[src/rtl/rbd_pkg.sv]
package rbd_pkg;
    typedef enum logic [1:0] {
        ECC_NONE   = 2'd0,
        ECC_SECDED = 2'd1,
        ECC_SYMBOL = 2'd2
    } ecc_mode_e;

    localparam int unsigned CFG_W       = 32;
    localparam int unsigned ADDR_ATTR   = 8;
    localparam int unsigned ADDR_MODE   = 9;
    localparam int unsigned MODE_UNIT_LO = 18;
    localparam int unsigned MODE_ECC_LO  = 20;
    localparam int unsigned MODE_DUAL    = 22;
    localparam int unsigned PAGE_SHIFT_32M = 13;

    typedef enum logic {
        ST_IDLE   = 1'b0,
        ST_REPORT = 1'b1
    } dec_state_e;
endpackage

[src/rtl/rbd_regs.sv]
module rbd_regs #(
    parameter int unsigned ROWS   = 8,
    parameter int unsigned BND_W  = 8,
    parameter int unsigned ADDR_W = 4
) (
    input  logic                          clk,
    input  logic                          rst_n,
    input  logic                          wr_en,
    input  logic [ADDR_W-1:0]             wr_addr,
    input  logic [rbd_pkg::CFG_W-1:0]     wr_data,
    output logic [ROWS-1:0][BND_W-1:0]    bnd_q,
    output logic [rbd_pkg::CFG_W-1:0]     attr_q,
    output logic [rbd_pkg::CFG_W-1:0]     mode_q
);
    import rbd_pkg::*;

    for (genvar i = 0; i < ROWS; i++) begin : g_bnd
        always_ff @(posedge clk) begin
            if (!rst_n) begin
                bnd_q[i] <= '0;
            end else if (wr_en && (wr_addr == ADDR_W'(i))) begin
                bnd_q[i] <= wr_data[BND_W-1:0];
            end
        end
    end

    always_ff @(posedge clk) begin
        if (!rst_n) begin
            attr_q <= '0;
            mode_q <= '0;
        end else if (wr_en) begin
            if (wr_addr == ADDR_W'(ADDR_ATTR)) attr_q <= wr_data;
            if (wr_addr == ADDR_W'(ADDR_MODE)) mode_q <= wr_data;
        end
    end
endmodule

[src/rtl/rbd_cfg.sv]
module rbd_cfg #(
    parameter bit SINGLE_CH_CAPABLE = 1'b1
) (
    input  logic [rbd_pkg::CFG_W-1:0] mode_q,
    output logic                      unit_64m,
    output logic                      dual_ch,
    output logic                      ecc_on
);
    import rbd_pkg::*;

    logic unused_mode;
    assign unused_mode = ^mode_q;

    assign ecc_on = |mode_q[MODE_ECC_LO +: 2];

    if (SINGLE_CH_CAPABLE) begin : g_flex
        assign unit_64m = |mode_q[MODE_UNIT_LO +: 2];
        assign dual_ch  = mode_q[MODE_DUAL];
    end else begin : g_fixed
        assign unit_64m = 1'b1;
        assign dual_ch  = 1'b1;
    end
endmodule

[src/rtl/rbd_rows.sv]
module rbd_rows #(
    parameter int unsigned ROWS   = 8,
    parameter int unsigned BND_W  = 8,
    parameter int unsigned PAGE_W = 22
) (
    input  logic [ROWS-1:0][BND_W-1:0] bnd_q,
    input  logic                       unit_64m,
    input  logic [PAGE_W-1:0]          page,
    output logic [ROWS-1:0]            populated,
    output logic [ROWS-1:0]            match
);
    import rbd_pkg::*;

    logic [ROWS:0][PAGE_W-1:0] edge_pg;
    assign edge_pg[0] = '0;

    for (genvar i = 0; i < ROWS; i++) begin : g_row
        logic [PAGE_W-1:0] ext;
        assign ext = PAGE_W'(bnd_q[i]);
        assign edge_pg[i+1] = unit_64m ? (ext << (PAGE_SHIFT_32M + 1))
                                       : (ext << PAGE_SHIFT_32M);
        assign populated[i] = (edge_pg[i+1] != edge_pg[i]);
        assign match[i]     = populated[i]
                              && (page >= edge_pg[i])
                              && (page <  edge_pg[i+1]);
    end
endmodule

[src/rtl/rbd_attr.sv]
module rbd_attr #(
    parameter int unsigned ROWS = 8
) (
    input  logic [rbd_pkg::CFG_W-1:0] attr_q,
    input  logic                      dual_ch,
    input  logic                      ecc_on,
    output logic [ROWS-1:0]           row_x4,
    output logic [ROWS-1:0][1:0]      row_ecc
);
    import rbd_pkg::*;

    logic unused_attr;
    assign unused_attr = ^attr_q;

    for (genvar i = 0; i < ROWS; i++) begin : g_attr
        assign row_x4[i] = attr_q[4*i+3];
        always_comb begin
            if (!ecc_on)                  row_ecc[i] = ECC_NONE;
            else if (dual_ch && row_x4[i]) row_ecc[i] = ECC_SYMBOL;
            else                          row_ecc[i] = ECC_SECDED;
        end
    end
endmodule

[src/rtl/row_boundary_decoder.sv]
module row_boundary_decoder #(
    parameter int unsigned ROWS              = 8,
    parameter int unsigned BND_W             = 8,
    parameter int unsigned ADDR_W            = 4,
    parameter bit          SINGLE_CH_CAPABLE = 1'b1,
    localparam int unsigned ROW_W  = $clog2(ROWS),
    localparam int unsigned PAGE_W = BND_W + rbd_pkg::PAGE_SHIFT_32M + 1
) (
    input  logic                      clk,
    input  logic                      rst_n,
    input  logic                      wr_en,
    input  logic [ADDR_W-1:0]         wr_addr,
    input  logic [rbd_pkg::CFG_W-1:0] wr_data,
    input  logic                      decode_go,
    input  logic [PAGE_W-1:0]         page_in,
    output logic                      out_valid,
    output logic                      hit,
    output logic [ROW_W-1:0]          row_idx,
    output logic                      width_x4,
    output logic [1:0]                ecc_mode
);
    import rbd_pkg::*;

    logic [ROWS-1:0][BND_W-1:0] bnd_q;
    logic [CFG_W-1:0]           attr_q;
    logic [CFG_W-1:0]           mode_q;
    logic                       unit_64m;
    logic                       dual_ch;
    logic                       ecc_on;
    logic [ROWS-1:0]            populated;
    logic [ROWS-1:0]            match;
    logic [ROWS-1:0]            row_x4;
    logic [ROWS-1:0][1:0]       row_ecc;

    rbd_regs #(.ROWS(ROWS), .BND_W(BND_W), .ADDR_W(ADDR_W)) u_regs (
        .clk    (clk),
        .rst_n  (rst_n),
        .wr_en  (wr_en),
        .wr_addr(wr_addr),
        .wr_data(wr_data),
        .bnd_q  (bnd_q),
        .attr_q (attr_q),
        .mode_q (mode_q)
    );

    rbd_cfg #(.SINGLE_CH_CAPABLE(SINGLE_CH_CAPABLE)) u_cfg (
        .mode_q  (mode_q),
        .unit_64m(unit_64m),
        .dual_ch (dual_ch),
        .ecc_on  (ecc_on)
    );

    rbd_rows #(.ROWS(ROWS), .BND_W(BND_W), .PAGE_W(PAGE_W)) u_rows (
        .bnd_q    (bnd_q),
        .unit_64m (unit_64m),
        .page     (page_in),
        .populated(populated),
        .match    (match)
    );

    rbd_attr #(.ROWS(ROWS)) u_attr (
        .attr_q (attr_q),
        .dual_ch(dual_ch),
        .ecc_on (ecc_on),
        .row_x4 (row_x4),
        .row_ecc(row_ecc)
    );

    logic unused_pop;
    assign unused_pop = ^populated;

    // lowest-index match wins: scan from the top so lower rows overwrite
    logic             sel_hit;
    logic [ROW_W-1:0] sel_row;
    always_comb begin
        sel_hit = 1'b0;
        sel_row = '0;
        for (int i = ROWS - 1; i >= 0; i--) begin
            if (match[i]) begin
                sel_hit = 1'b1;
                sel_row = ROW_W'(i);
            end
        end
    end

    dec_state_e state_q, state_d;

    always_comb begin
        state_d = state_q;
        unique case (state_q)
            ST_IDLE:   if (decode_go) state_d = ST_REPORT;
            ST_REPORT: state_d = decode_go ? ST_REPORT : ST_IDLE;
            default:   state_d = ST_IDLE;
        endcase
    end

    always_ff @(posedge clk) begin
        if (!rst_n) state_q <= ST_IDLE;
        else        state_q <= state_d;
    end

    always_ff @(posedge clk) begin
        if (!rst_n) begin
            hit      <= 1'b0;
            row_idx  <= '0;
            width_x4 <= 1'b0;
            ecc_mode <= ECC_NONE;
        end else if (decode_go) begin
            hit      <= sel_hit;
            row_idx  <= sel_row;
            width_x4 <= sel_hit ? row_x4[sel_row] : 1'b0;
            ecc_mode <= sel_hit ? row_ecc[sel_row] : ECC_NONE;
        end
    end

    assign out_valid = (state_q == ST_REPORT);
endmodule

[config.mk]
export PLATFORM = sky130hd
export DESIGN_NAME = row_boundary_decoder
export DESIGN_NICKNAME = d
export VERILOG_FILES = /design/src/rtl/rbd_pkg.sv /design/src/rtl/rbd_regs.sv /design/src/rtl/rbd_cfg.sv /design/src/rtl/rbd_rows.sv /design/src/rtl/rbd_attr.sv /design/src/rtl/row_boundary_decoder.sv
export SDC_FILE = /design/constraint.sdc
export NUM_CORES = 1
export LEC_CHECK = 0
export BUFFER_PORTS_ARGS = -buffer_cell sky130_fd_sc_hd__clkbuf_2
export CAP_MARGIN = 20
export CELL_PAD_IN_SITES_DETAIL_PLACEMENT = 1
export CELL_PAD_IN_SITES_GLOBAL_PLACEMENT = 2
export CORE_MARGIN = 8
export CORE_UTILIZATION = 38
export DETAILED_ROUTE_END_ITERATION = 8
export PLACE_DENSITY_LB_ADDON = 0.08
export SLEW_MARGIN = 20
export SYNTH_ARGS = -nofsm -noshare
export SYNTH_HDL_FRONTEND = slang
export SYNTH_SLANG_ARGS = --single-unit
[constraint.sdc]
create_clock -name clk -period 5.7 [get_ports clk]
set_input_delay 0 -clock clk [delete_from_list [all_inputs] [get_ports clk]]
set_output_delay 0 -clock clk [all_outputs]
set_load 0.005 [all_outputs]
==> key figures, run 1 <==
Outcome
  – Run status: finished, final reports clean

Critical path
  – Worst-path maximum fanout: 17
  – Worst reg2reg path depth: 14
  – Most used cell, CP: nand3_1
  – R2r setup slk: between 1000 and 1500 ps
  – R2r endpoint: width_x4
  – Crit Reg-Reg Startpoint: u_regs.mode_q[18]
  – CP startpoint kind: register
  – WP data required: ~6000 ps
  – Top delay family on crit path: simple AND/OR/NAND/NOR gates
  – Critical path cell sequence: nor2_4, buf_4, mux2i_1, ha_1, o211ai_1, a21oi_1, o41ai_1, nand3_1, a22oi_1, or3b_2, nor2b_1, nand3_1, nand4_1, o211a_1
  – Critical path type: register to register
  – CP endpoint kind: register
  – Worst stage delay on the critical path: ~560 ps
  – Crit path buffers/inverters: 1
  – CP max-delay cell: nor2_4
  – Worst Path Arrival: around 4800 ps

Timing
  – Crit share post-route: just under 80%
  – Final setup violation count: 0
  – RSZ-0062 raised after global routing: false
  – Worst Max-Slew Pin Slew: roughly 930 ps
  – Relative slew slack: between 30% and 40%
  – Final Hold Viols: 0
  – Fmax: 222 MHz
  – Final min period: approximately 4500 ps
  – Pins Over Slew Limit: 0
  – Setup Skew: roughly 6.5 ps
  – Final setup margin: about 1200 ps
  – TNS Setup: 0 ps

Power
  – Worst vdd ir: 0.000105 V
  – PwrDens: 198 nW/um2
  – Leak: between 3 and 4 nW

Die
  – Die area: ~22000 um2
  – Row count: 48
  – Core Region: between 15000 and 20000 um2
  – Num ports: 70
  – Die H: between 100 and 150 um
  – Chip width: approximately 150 um
  – Starting density of the core: about 39%

CTS
  – H-tree levels: 3
  – TritonCTS clock tree: done
  – CTS root buffer: clkbuf_16
  – Clock sink total: 85
  – Total CTS buffers: 9
  – Worst skew pair latency: around 350 ps
  – Worst-path clk slew: approximately 60 ps
  – Setup bufs post-CTS: 0
  – Max clock buf depth: 2

Synthesis
  – Post-synthesis register bit count: 85
  – Sequential share of the synthesized area: 25.4%
  – Ys async rst share: 0%
  – Synth unique cells: 70
  – Synth Flop Type: dfxtp_1
  – Synth Area in Simple Gates: between 20% and 30%
  – Largest family of logic cells by synthesized area: multiplexers
  – EDFF count, synth: 0
  – Syn Area/Cell: just over 9 um2
  – Synth warnings: 0
  – Mux share of post-synthesis cell area: 20.6%
  – Syn Nets: 850
  – Post-Synth XOR/XNOR Area: approximately 7.1%
  – Syn Inst Count: 717
  – Post-synthesis adder-cell area fraction: 13.3%
  – Synth Area in Compound Gates: 10.4%
  – Synthesized area: between 6000 and 7000 um2

Cells and area
  – Area grow syn2layout: 13.1%
  – Most frequent cells in the layout: mux2i_1 (137), nor2b_1 (87), dfxtp_1 (85), ha_1 (71), clkbuf_2 (55)
  – Layout cells sized above 1: between 10% and 20%
  – Fin cells: 995
  – Final Core Density: between 40 and 50%
  – Most common cell after layout, fill and taps aside: mux2i_1
  – ANT cells: 0
  – Nets: ~900
  – Design Area, Final: around 7600 um2

Worst hold path
  – Hold path start: decode_go
  – Hold Path End: width_x4
  – Hold Path Class: input pin to register
  – Hold path cells: 2

Routing
  – DRT antenna net count: 0
  – WL final: roughly 22000 um
  – Remaining DRCs: 0
  – Routed len/inst: 21.7 um
  – DRT Pass-1 Iters: 4
  – Initial drt markers: ~200
  – Post-DR vias/cell: ~5.5
  – DR vias: approximately 5500

GRT
  – Largest net degree at the start of global routing: between 80 and 90
  – Congestion Overflow GR: 0
  – Initial antenna violation count: 0
  – Global-route wire length before repair: between 30000 and 40000 um
  – Vias in the first global route: slightly below 6000
  – GRT Resource Usage Total: 19.8%

Run
  – Maxcap violations: 0

Placement
  – Post-DP HPWL: about 16000 um
  – Placed instance count: roughly 970
  – Port bufs: 55
  – Place WS: between 1000 and 1500 ps
  – Placed cell areas: 7160 um2
  – GPL Wtd Cong: roughly 0.8
[cells in the mapped netlist, types with 3 or more instances]
cell	number	area [um2]
a211o_1	3	26.3
a21oi_1	28	140
and2_1	7	43.8
and2_2	3	22.5
and3_1	4	25.0
and3_2	3	22.5
buf_1	10	37.5
clkbuf_1	21	78.8
dfxtp_1	85	1700
ha_1	71	888
inv_1	12	45.0
mux2i_1	137	1370
nand2_1	30	113
nand2b_1	8	50.1
nand3_1	15	75.1
nand3b_1	6	45.0
nand4_1	12	75.1
nor2_1	13	48.8
nor2b_1	87	544
nor3_1	7	35.0
nor3b_1	3	22.5
nor4_1	15	93.8
o211ai_1	5	37.5
o21a_1	3	22.5
o21ai_0	14	70.1
o31ai_1	3	22.5
or3_1	4	25.0
or4_1	3	22.5
xnor2_1	10	87.6
xor2_1	44	385
[area by class of cell]
type,instances,area (um2)
clock inverter,4,45.0
sequential,85,1700
inverter,12,45.0
multi-input combinational,586,4820
fill,2000,9720
timing repair buffer,71,420
clock buffer,12,267
tap,225,282
[per-stage QoR]
| stage | hold slack (ps) | total power [mW] |
|---|---|---|
| 6_report | 58.1 | 1.50 |
| 5_1_grt | 98.8 | 1.57 |
| 4_1_cts | 53.8 | 1.52 |
| 3_5_place_dp | 267 | 0.889 |
| 3_3_place_gp | 259 | 0.878 |
| 2_1_floorplan | 157 | 0.794 |
[kinds of logic (layout without fill, tap and decap cells)]
kind of cell               count (synthesis)  in the layout
xor gates and xnor gates                  54             54
AOI/OAI and AO/OA                         90             90
buffers and inverters                     46             99
adders and majority gates                 71             71
and+or+nand+nor                          233            233
DFF                                       85             85
muxes                                    138            138
[layer usage]
| layer | up-vias | global-route usage (%) | routed length, um |
|---|---|---|---|
| li1 | 2695 | - | - |
| met1 | 2696 | 25.9 | 10400 |
| met2 | 92 | 32.8 | 10000 |
| met3 | 23 | 2.37 | 706 |
| met4 | 0 | 7.87 | 533 |
| met5 | - | 0 | 0 |
[registers in the layout, summed over array words and instances (netlist names)]
name,count
row_idx,3
u_regs.mode_q,5
out_valid,1
width_x4,1
hit,1
u_regs.attr_q,8
u_regs.bnd_q,64
ecc_mode,2
[worst max-delay path by stage]
stage | start | end | slack (ps) | cells after the start
2_1_floorplan | u_regs.mode_q[18] | ecc_mode[1] | 1620 | 15
3_3_place_gp | u_regs.mode_q[18] | ecc_mode[1] | 1330 | 12
3_5_place_dp | u_regs.mode_q[18] | width_x4 | 1250 | 14
4_1_cts | u_regs.mode_q[18] | width_x4 | 1210 | 14
5_1_grt | u_regs.mode_q[18] | width_x4 | 920 | 14
6_report | u_regs.mode_q[18] | width_x4 | 1190 | 14
[where the power goes]
| part | internal [mW] | leakage (nW) | switching, mW | total, mW |
|---|---|---|---|---|
| Clock | 0.373 | 0.158 | 0.247 | 0.620 |
| Combinational | 0.112 | 2.81 | 0.150 | 0.262 |
| Sequential | 0.604 | 0.687 | 0.0139 | 0.618 |
[timing repair]
item / CTS / global route
hold buffers: 10 / 0
gates resized for setup: 0 / 0
hold endpoints to repair: 11 / 0
Power figures use the tool's default switching activity.
==> inputs of run 2 (changes only) <==
--- a/config.mk
+++ b/config.mk
@@ -10,7 +10,7 @@
 export CELL_PAD_IN_SITES_DETAIL_PLACEMENT = 1
 export CELL_PAD_IN_SITES_GLOBAL_PLACEMENT = 2
 export CORE_MARGIN = 8
-export CORE_UTILIZATION = 38
+export CORE_UTILIZATION = 34
 export DETAILED_ROUTE_END_ITERATION = 8
 export PLACE_DENSITY_LB_ADDON = 0.08
 export SLEW_MARGIN = 20
==> constraint.sdc (replaced) <==
create_clock -name clk -period 3.7 [get_ports clk]
set_input_delay 0 -clock clk [delete_from_list [all_inputs] [get_ports clk]]
set_output_delay 0 -clock clk [all_outputs]
set_load 0.005 [all_outputs]
==> key figures, run 2 (same netlist as run 1, synthesis figures left out) <==
Outcome
  – Run status: finished with violations
  – Failing checks: negative setup slack

Cells and area
  – FF+latch area: 1700 um2 (+0.15%)
  – Biggest regs: u_regs.bnd_q (64), u_regs.attr_q (8), u_regs.mode_q (5)
  – Layout cells sized above 1: 22.7% (+9.0 points)
  – ANT cells: 0 (unchanged)
  – Most common cell after layout, fill and taps aside: mux2i_1
  – Max reg flops: 64 (unchanged)
  – Multi-input logic area: 4980 um2 (+3.4%)
  – Fill cell count: 2231 (+12%)
  – Fin cells: 1095 (+10%)
  – Final Core Density: 43.0% (-0.84 points)
  – Most frequent cells in the layout: mux2i_1 (133), nor2b_1 (86), dfxtp_1 (83), ha_1 (71), buf_4 (56)
  – Nets: 958 (+6.7%)
  – Top reg by flops: u_regs.bnd_q
  – Area grow syn2layout: 24.4%

Critical path
  – CP endpoint kind: register
  – R2r setup slk: -4 ps (-1200 ps)
  – Crit Reg-Reg Startpoint: u_regs.mode_q[19]
  – Top delay family on crit path: simple AND/OR/NAND/NOR gates
  – Most used cell, CP: and4_1
  – Worst Path Arrival: 3940 ps (-860 ps)
  – R2r endpoint: ecc_mode[1]
  – Crit path buffers/inverters: 3 (+2)
  – Worst reg2reg path depth: 16 (+2)
  – Critical path type: register to register
  – Critical path cell sequence: nor2_4, buf_12, buf_6, mux2i_1, ha_1, and4_1, a21oi_2, o211ai_1, buf_4, or2_2, a31oi_4, nand3b_1, and4_1, a32oi_2, nand3_1, a32o_2
  – Worst-path maximum fanout: 5 (-12)
  – WP data required: 3930 ps (-2060 ps)
  – Worst stage delay on the critical path: 350 ps (-210 ps)
  – CP max-delay cell: dfxtp_2
  – CP startpoint kind: register

Die
  – Die H: 156 um (+5.1%)
  – Core Region: 19400 um2 (+12%)
  – Row count: 51 (+6.3%)
  – Die area: 24400 um2 (+10%)
  – Starting density of the core: 34.5% (-4.2 points)
  – Num ports: 70 (unchanged)
  – Chip width: 156 um (+5.1%)

Worst hold path
  – Hold path cells: 2 (unchanged)
  – Hold path start: decode_go
  – Hold Path Class: input pin to register
  – Hold Path End: width_x4

Timing
  – Final min period: 3700 ps (-805 ps)
  – Fmax: 270 MHz (+22%)
  – Pins Over Slew Limit: 0 (unchanged)
  – TNS Setup: -4.40 ps (-4.40 ps)
  – Relative slew slack: 35.4% (-2.7 points)
  – Worst Max-Slew Pin Slew: 966 ps (+40.5 ps)
  – Crit share post-route: 100% (+21 points)
  – Worst hold slack: 73.1 ps (+15.0 ps)
  – Final setup margin: -4.40 ps (-1200 ps)
  – Setup Skew: 9.65 ps (+3.12 ps)
  – Final Hold Viols: 0 (unchanged)
  – Final setup violation count: 1 (+1)
  – RSZ-0062 raised after global routing: true

CTS
  – CTS root buffer: clkbuf_16
  – Max clock buf depth: 2 (unchanged)
  – TritonCTS clock tree: done
  – Worst-path clk slew: 70 ps (about the same)
  – Clock sink total: 85 (unchanged)
  – H-tree levels: 3 (unchanged)
  – Total CTS buffers: 9 (unchanged)
  – Worst skew pair latency: 350 ps (about the same)

Placement
  – Placed instance count: 1053 (+8.7%)
  – Port bufs: 55 (unchanged)
  – GPL Wtd Cong: 0.854 (+4.4%)
  – Post-DP HPWL: 17700 um (+11%)

Routing
  – Routed len/inst: 22.0 um (+1.2%)
  – DR vias: 5848 (+6.2%)
  – DRT Pass-1 Iters: 4 (unchanged)
  – DRT antenna net count: 0 (unchanged)
  – Post-DR vias/cell: 5.34 (-3.5%)
  – Remaining DRCs: 0 (unchanged)
  – Initial drt markers: 305 (+53%)
  – WL final: 24100 um (+11%)

GRT
  – Layer with the highest usage: met2
  – Met3 GRT Util: 3.06% (+0.69 points)
  – Global-route wire length before repair: 36500 um (+8.1%)
  – Congestion Overflow GR: 0 (unchanged)
  – Vias in the first global route: 6282 (+5.5%)
  – Largest net degree at the start of global routing: 84 (-1.2%)
  – Met2 Resource Use GR: 31.4% (-1.4 points)
  – Met1 Usage GRT: 26.8% (+0.93 points)
  – Initial antenna violation count: 0 (unchanged)
  – GRT Resource Usage Total: 19.6% (-0.27 points)

Power
  – Final Power: 2.39 mW (+59%)
  – Leak: 3.99 nW (+9.1%)
  – Worst vdd ir: 0.000174 V (+65%)
  – PwrDens: 287 nW/um2 (+45%)

Run
  – Maxcap violations: 0 (unchanged)
-- run 2: changes by cell type in the layout (fill, tap and decap cells not counted), sizes merged --
cell / before / now
buf: 6 / 64
dlygate4sd3: 10 / 11
clkinv: 3 / 1
clkinvlp: 0 / 3
inv: 12 / 13
clkbuf: 67 / 66
-- run 2: final cells by class --
cell class                 count  share of cell area [%]
clock buffer                  10                    2.87
clock inverter                 6                   0.841
inverter                      12                   0.540
multi-input combinational    586                    59.8
sequential                    85                    20.4
tap                          265                    3.98
timing repair buffer         131                    11.6
-- run 2: worst max-delay path by stage --
stage	end	start	depth (start not counted)	slack, ps
6_report	ecc_mode[1]	u_regs.mode_q[19]	16	-4
5_1_grt	ecc_mode[0]	u_regs.mode_q[19]	15	-140
4_1_cts	ecc_mode[1]	u_regs.mode_q[18]	14	-40
3_5_place_dp	ecc_mode[1]	u_regs.mode_q[19]	14	-60
3_3_place_gp	ecc_mode[1]	u_regs.mode_q[18]	14	-9
2_1_floorplan	ecc_mode[1]	u_regs.mode_q[18]	15	10
-- run 2: stage by stage --
step | setup slack [ps] | instance area, um2
6_report | -4.40 | 8330
5_1_grt | -141 | 8330
4_1_cts | -37.5 | 8010
3_5_place_dp | -60.5 | 7570
3_3_place_gp | -9.30 | 7570
2_1_floorplan | 14.4 | 6710
-- run 2: where the power goes --
group / internal, mW / total, mW / switching [mW]
Clock: 0.546 / 0.961 / 0.415
Combinational: 0.215 / 0.481 / 0.266
Sequential: 0.931 / 0.949 / 0.0187
-- run 2: timing repair --
item                                   4_1_cts  5_1_grt
resized for setup                            5       35
setup buffers                                0       14
cloned                                       0        1
setup endpoints to repair                    3        6
pin swaps                                    0       17
hold buffers                                11        0
endpoints found under the hold margin       12        0
-- run 2: worst reg2reg max path, cell delays in order, from the launching register on --
cell,delay [ps]
dfxtp_2,350
nor2_4,230
buf_12,170
buf_6,140
mux2i_1,210
ha_1,250
and4_1,230
a21oi_2,140
o211ai_1,180
buf_4,190
or2_2,310
a31oi_4,220
nand3b_1,150
and4_1,230
a32oi_2,220
nand3_1,110
a32o_2,260
-- run 2: routing by layer --
metal | routed length [um] | up-vias
met1 | 11800 | 2897
met3 | 922 | 15
met2 | 11000 | 108
li1 | - | 2828
met5 | 0 | -
met4 | 310 | 0
